==> config.mk <==
export PLATFORM = sky130hd
export DESIGN_NAME = pw_wdt
export DESIGN_NICKNAME = d
export VERILOG_FILES = /design/src/rtl/pw_wdt_pkg.sv /design/src/rtl/pw_wdt_unlock.sv /design/src/rtl/pw_wdt_prescale.sv /design/src/rtl/pw_wdt_counter.sv /design/src/rtl/pw_wdt.sv
export SDC_FILE = /design/constraint.sdc
export NUM_CORES = 1
export LEC_CHECK = 0
export CAP_MARGIN = 0
export CORE_MARGIN = 2
export CORE_UTILIZATION = 45
export CTS_CLUSTER_SIZE = 25
export DETAILED_ROUTE_END_ITERATION = 7
export GPL_ROUTABILITY_DRIVEN = 0
export PLACE_DENSITY = 0.76
export RECOVER_POWER = 100
export SLEW_MARGIN = 30
export SYNTH_ARGS = -nofsm -noshare
export SYNTH_HDL_FRONTEND = slang
export SYNTH_SLANG_ARGS = --single-unit
==> constraint.sdc <==
create_clock -name clk_i -period 2.91 [get_ports clk_i]
set_clock_uncertainty 0.1 [all_clocks]
set_input_delay 0.582 -clock clk_i [delete_from_list [all_inputs] [get_ports clk_i]]
set_output_delay 0.582 -clock clk_i [all_outputs]
set_load 0.05 [all_outputs]
==> src/rtl/pw_wdt_pkg.sv <==
package pw_wdt_pkg;
  typedef enum logic {ULK_IDLE = 1'b0, ULK_ARMED = 1'b1} ulk_state_e;

  localparam int CNT_W = 16;

  typedef struct packed {
    logic             en;
    logic [1:0]       sel;
    logic [CNT_W-1:0] reload;
  } wdt_cfg_t;
endpackage

==> src/rtl/pw_wdt_unlock.sv <==
module pw_wdt_unlock
  import pw_wdt_pkg::*;
#(
  parameter int              ADDR_W   = 4,
  parameter logic [ADDR_W-1:0] CTRL_OFF = '0,
  parameter logic [7:0]      KEY1     = 8'hBE,
  parameter logic [7:0]      KEY2     = 8'hDC
) (
  input  logic              clk_i,
  input  logic              rst_ni,
  input  logic              wr_i,
  input  logic [ADDR_W-1:0] addr_i,
  input  logic [31:0]       wdata_i,
  output logic              apply_o,
  output wdt_cfg_t          cfg_o
);
  ulk_state_e state_q, state_d;
  logic       ctrl_wr;
  logic [7:0] key;
  logic       unused_bits;

  assign ctrl_wr = wr_i && (addr_i == CTRL_OFF);
  assign key     = wdata_i[23:16];
  assign unused_bits = ^wdata_i[30:26];

  always_comb begin
    state_d = state_q;
    if (ctrl_wr) begin
      if (state_q == ULK_IDLE) state_d = (key == KEY1) ? ULK_ARMED : ULK_IDLE;
      else                     state_d = ULK_IDLE;
    end
  end

  always_ff @(posedge clk_i or negedge rst_ni) begin
    if (!rst_ni) state_q <= ULK_IDLE;
    else         state_q <= state_d;
  end

  assign apply_o       = ctrl_wr && (state_q == ULK_ARMED) && (key == KEY2);
  assign cfg_o.en      = wdata_i[31];
  assign cfg_o.sel     = wdata_i[25:24];
  assign cfg_o.reload  = wdata_i[CNT_W-1:0];


  other_addr_keeps_state_chk: assert property (@(posedge clk_i) disable iff (!rst_ni)
    !ctrl_wr |=> state_q == $past(state_q));

  armed_always_exits_chk: assert property (@(posedge clk_i) disable iff (!rst_ni)
    (ctrl_wr && state_q == ULK_ARMED) |=> state_q == ULK_IDLE);
endmodule

==> src/rtl/pw_wdt_prescale.sv <==
module pw_wdt_prescale #(
  parameter int SHIFT0 = 0,
  parameter int SHIFT1 = 6,
  parameter int SHIFT2 = 12,
  parameter int SHIFT3 = 18
) (
  input  logic       clk_i,
  input  logic       rst_ni,
  input  logic       run_i,
  input  logic       restart_i,
  input  logic [1:0] sel_i,
  output logic       tick_o
);
  localparam int M01  = (SHIFT0 > SHIFT1) ? SHIFT0 : SHIFT1;
  localparam int M23  = (SHIFT2 > SHIFT3) ? SHIFT2 : SHIFT3;
  localparam int MAXS = (M01 > M23) ? M01 : M23;
  localparam int PW   = (MAXS > 0) ? MAXS : 1;

  function automatic int shift_of(input int idx);
    case (idx)
      0:       return SHIFT0;
      1:       return SHIFT1;
      2:       return SHIFT2;
      default: return SHIFT3;
    endcase
  endfunction

  logic [PW-1:0] mask_tab [4];
  logic [PW-1:0] presc_q;

  for (genvar g = 0; g < 4; g++) begin : g_mask
    assign mask_tab[g] = {PW{1'b1}} >> (PW - shift_of(g));
  end

  assign tick_o = run_i && (presc_q == mask_tab[sel_i]);

  always_ff @(posedge clk_i or negedge rst_ni) begin
    if (!rst_ni)                            presc_q <= '0;
    else if (restart_i || !run_i || tick_o) presc_q <= '0;
    else                                    presc_q <= presc_q + 1'b1;
  end


  tick_gap_chk: assert property (@(posedge clk_i) disable iff (!rst_ni)
    (tick_o && !restart_i && sel_i != 2'd0 && mask_tab[sel_i] != '0) |=> !tick_o);
endmodule

==> src/rtl/pw_wdt_counter.sv <==
module pw_wdt_counter
  import pw_wdt_pkg::*;
(
  input  logic             clk_i,
  input  logic             rst_ni,
  input  logic             apply_i,
  input  wdt_cfg_t         cfg_i,
  input  logic             tick_i,
  output logic             en_o,
  output logic [1:0]       sel_o,
  output logic [CNT_W-1:0] count_o,
  output logic             rst_req_o
);
  logic zero;
  assign zero = (count_o == '0);

  always_ff @(posedge clk_i or negedge rst_ni) begin
    if (!rst_ni) begin
      en_o    <= 1'b0;
      sel_o   <= '0;
      count_o <= '0;
    end else if (apply_i) begin
      en_o  <= cfg_i.en;
      sel_o <= cfg_i.sel;
      if (cfg_i.en) count_o <= cfg_i.reload;
    end else if (en_o && tick_i && !zero) begin
      count_o <= count_o - 1'b1;
    end
  end

  always_ff @(posedge clk_i or negedge rst_ni) begin
    if (!rst_ni)                       rst_req_o <= 1'b0;
    else if (en_o && zero && !apply_i) rst_req_o <= 1'b1;
  end


  req_sticky_chk: assert property (@(posedge clk_i) disable iff (!rst_ni)
    rst_req_o |=> rst_req_o);

  count_frozen_chk: assert property (@(posedge clk_i) disable iff (!rst_ni)
    (!en_o && !apply_i) |=> $stable(count_o));

  reload_load_chk: assert property (@(posedge clk_i) disable iff (!rst_ni)
    (apply_i && cfg_i.en) |=> count_o == $past(cfg_i.reload));

  single_step_chk: assert property (@(posedge clk_i) disable iff (!rst_ni)
    (en_o && !apply_i && !zero) |=> (count_o == $past(count_o) || count_o == $past(count_o) - 1'b1));

  keepalive_wins_chk: assert property (@(posedge clk_i) disable iff (!rst_ni)
    (apply_i && cfg_i.en && !rst_req_o) |=> !rst_req_o);
endmodule

==> src/rtl/pw_wdt.sv <==
module pw_wdt
  import pw_wdt_pkg::*;
#(
  parameter int                ADDR_W   = 4,
  parameter logic [ADDR_W-1:0] CTRL_OFF = 'h0,
  parameter logic [ADDR_W-1:0] STAT_OFF = 'h8,
  parameter logic [7:0]        KEY1     = 8'hBE,
  parameter logic [7:0]        KEY2     = 8'hDC,
  parameter int                SHIFT0   = 0,
  parameter int                SHIFT1   = 6,
  parameter int                SHIFT2   = 12,
  parameter int                SHIFT3   = 18
) (
  input  logic              clk_i,
  input  logic              rst_ni,
  input  logic              wr_i,
  input  logic              rd_i,
  input  logic [ADDR_W-1:0] addr_i,
  input  logic [31:0]       wdata_i,
  output logic [31:0]       rdata_o,
  output logic              rst_req_o
);
  logic             apply;
  wdt_cfg_t         cfg;
  logic             tick;
  logic             en;
  logic [1:0]       sel;
  logic [CNT_W-1:0] count;

  pw_wdt_unlock #(
    .ADDR_W(ADDR_W), .CTRL_OFF(CTRL_OFF), .KEY1(KEY1), .KEY2(KEY2)
  ) u_unlock (
    .clk_i(clk_i), .rst_ni(rst_ni), .wr_i(wr_i), .addr_i(addr_i),
    .wdata_i(wdata_i), .apply_o(apply), .cfg_o(cfg)
  );

  pw_wdt_prescale #(
    .SHIFT0(SHIFT0), .SHIFT1(SHIFT1), .SHIFT2(SHIFT2), .SHIFT3(SHIFT3)
  ) u_presc (
    .clk_i(clk_i), .rst_ni(rst_ni), .run_i(en), .restart_i(apply),
    .sel_i(sel), .tick_o(tick)
  );

  pw_wdt_counter u_cnt (
    .clk_i(clk_i), .rst_ni(rst_ni), .apply_i(apply), .cfg_i(cfg),
    .tick_i(tick), .en_o(en), .sel_o(sel), .count_o(count),
    .rst_req_o(rst_req_o)
  );

  always_comb begin
    rdata_o = '0;
    if (rd_i && addr_i == STAT_OFF) begin
      rdata_o[31]          = en;
      rdata_o[25:24]       = sel;
      rdata_o[CNT_W-1:0]   = count;
    end
  end
endmodule

==> qor.csv <==
metric;value;unit
crit_chain;clkdlybuf4s50_1 > or3_4 > buf_4 > nor2_4 > buf_4 > and2_4 > buf_6;
diodes;0;
clockPowerShare;45.5;%
worstMarginPinSlew;2150;ps
yosys_register_bits;39;
dp_hpwl;4.97;mm
chipWidth;79.0;um
nFillCells;478;
yosys.area.top_type;dfrtp_1;
nNetsFinal;410;
first_pass_iters;4;
antenna_found_initial;0;
comb_power_share;9.8;%
fin_util;63.6;%
io-pin-count;73;
setup.worst_path.start_class;input pin;
cap_violations;1;
netlist_top_cells_area;dfrtp_1 39%, nor2_1 5.8%, nand2_1 5.0%, and2_1 4.2%, buf_4 3.9%;
area_growth;37.4;%
cp_top_family;buffers and inverters;
fin_ws;50.6;ps
cts_buffers;5;
pre_cts_ws;-197;ps
holdBufCountCts;0;
yosysTopAreaCellShare;38.5;%
syn_inst;296;
initial_utilization;46.3;%
min_path_type;register to register;
swShare;22.8;%
fin_crit;2860;ps
worstPathArrival;2180;ps
io_buffer_count;54;
wl_per_cell;15.0;um
synthArstFlopShare;100;%
clk_pin_slew;70;ps
routed_wl;6.60;mm
violations;capacitance limit, slew limit;
die-area;0.00624;mm^2
yosysWarnings;0;
cp-end-kind;output port;
via_count;2425;
fmax;350;MHz
drv_slew;40;
cp_slowest_stage_delay;420;ps
grt_overflow;0;
cts_tree;done;
vdd_drop_max;0.225;mV
cts_num_sinks;39;
setup_violations;0;
seq_area_frac_synth;38.5;%
ff_latch_area;976;um^2
drc;0;
grt.total_usage;22.1;%
p_switching;276;uW
fp-row-count;27;
ys.flop_type;dfrtp_1;
synth.distinct_cells;59;
worst_ep_required_time;2230;ps
core-area;0.00547;mm^2
viasPerCell;5.51;
grt_setup_unrepaired;false;
hold_viol_final;0;
grt_pass1_wl;10.8;mm
clockBufferDepth;2;
grt_pass1_vias;2336;
root_buffer;clkbuf_8;
fin_crit_sh;98.3;%
multi_input_area;0.00145;mm^2
syn_area;0.00253;mm^2
die_y;79.0;um
maxSlewHeadroom;-43.1;%
cp_max_fo;5;
path_common_cell;buf_4;
grt_max_degree;40;
drive_above_1_share;19.0;%
critical_path.n_buffers_inverters;4;
ant_nets;0;
status;finished, violations left;
drtIter0Drc;160;
leakagePower;1.48;nW
seqPwrFrac;44.8;%
clk_latency;300;ps
power.density;348;mW/mm^2
crit_type;input pin to output port;
synth_enable_flop_cells;0;
synth_area_per_cell;8.56;um^2
intPower;933;uW
htree_levels;2;
crit_slowest_cell;or3_4;
==> worst register-to-register path: stages, from the launching register on <==
cell,delay [ps]
dfrtp_1,530
nand2_1,110
or3_1,410
a211oi_4,360
and4b_1,370
clkbuf_2,240
nand3_1,100
a32o_1,290
==> per-layer routing <==
metal	GRT usage (%)	vias to the layer above	wire length (um)
li1	-	1180	-
met1	27.4	1151	2650
met2	38.0	83	3480
met3	5.00	11	373
met4	7.76	0	97
met5	0	-	0
==> synthesized netlist by cell type, types with 2 or more instances <==
library cell and number:
xor2_1 11, nand2_1 34, or3_2 2, buf_2 5
nor4_1 7, inv_1 6, dfrtp_1 39, a22oi_1 3
and3_1 3, xnor2_1 3, nand3_1 13, a21o_1 2
buf_4 13, o211ai_1 2, or4_1 4, ha_1 3
a21oi_1 3, and4b_1 2, o21ai_0 8, nor2_1 39
clkbuf_1 4, and4_1 3, a211oi_1 7, nor3_1 15
and2_1 17, a31oi_1 4, nand4_1 8, or3_1 5
==> timing repair <==
item | in CTS | in global routing
gates resized for setup | 7 | 11
setup buffers | 0 | 2
pin swaps | 0 | 2
setup endpoints to repair | 16 | 14
cloned | 1 | 0
==> through the flow <==
step	std cells	power (mW)	setup TNS, ps	hold WS [ps]	area (um^2)
final	440	1.21	0	402	3480
after global routing	440	1.25	0	440	3480
after CTS	438	1.22	0	330	3550
after detailed placement	429	0.668	-5370	393	3390
after global placement	429	0.667	-2810	381	3390
after floorplan	308	0.615	0	186	2580
==> flip-flops by register name (all words and copies together) (netlist names) <==
signal,flops
u_cnt.count_o,16
u_presc.presc_q,18
u_cnt.en_o,1
u_cnt.rst_req_o,1
u_unlock.state_q,1
u_cnt.sel_o,2
==> logic make-up (layout without fill, tap and decap cells) <==
logic type	Yosys count	in the layout	share of synthesized area, %
buffers and inverters	31	91	7.51
AND/OR/NAND/NOR	166	166	35.1
flip-flops	39	39	38.5
adder cells (fa/ha/maj)	3	3	1.48
XOR/XNOR	14	14	4.84
other	1	13	0.148
AO/OA/AOI/OAI	42	42	12.4
==> layout by cell type (no fill, tap or decap), types with 5 or more instances in the layout <==
master	count
a211oi_1	7
and2_1	6
and2_4	11
buf_12	10
buf_4	12
buf_6	10
clkbuf_1	6
clkbuf_8	5
clkdlybuf4s50_1	33
conb_1	13
dfrtp_1	39
inv_1	6
nand2_1	34
nand3_1	13
nand4_1	8
nor2_1	38
nor3_1	15
nor4_1	7
o21ai_0	8
xor2_1	11
==> final timing paths <==
| check | from | slack, ps | end | depth (start not counted) |
|---|---|---|---|---|
| setup / recovery | addr_i[0] | 50 | rdata_o[15] | 7 |
| hold / removal | u_presc.presc_q[0] | 400 | u_presc.presc_q[0] | 1 |
| setup reg to reg | u_cnt.sel_o[1] | 300 | u_cnt.count_o[15] | 7 |
| hold reg to reg | u_presc.presc_q[0] | 400 | u_presc.presc_q[0] | 1 |
| max in group asynchronous | rst_ni | 680 | u_presc.presc_q[6] | 1 |
| min in group asynchronous | rst_ni | 800 | u_presc.presc_q[7] | 1 |
==> power groups by stage <==
stage | Combinational [mW] | Clock [mW] | Sequential (mW)
after detailed placement | 0.116 | 0 | 0.552
after global placement | 0.115 | 0 | 0.552
after floorplan | 0.0624 | 0 | 0.552
final | 0.118 | 0.550 | 0.542
after global routing | 0.125 | 0.583 | 0.542
after CTS | 0.118 | 0.558 | 0.541
==> final cells by class <==
type	count	share of cell area (%)
Clock buffer	5	1.98
Clock inverter	3	1.94
Inverter	6	0.647
Multi-Input combinational cell	238	41.7
Sequential cell	39	28.1
Tap cell	72	2.59
Timing Repair Buffer	77	23.1
Power figures use the tool's default switching activity.
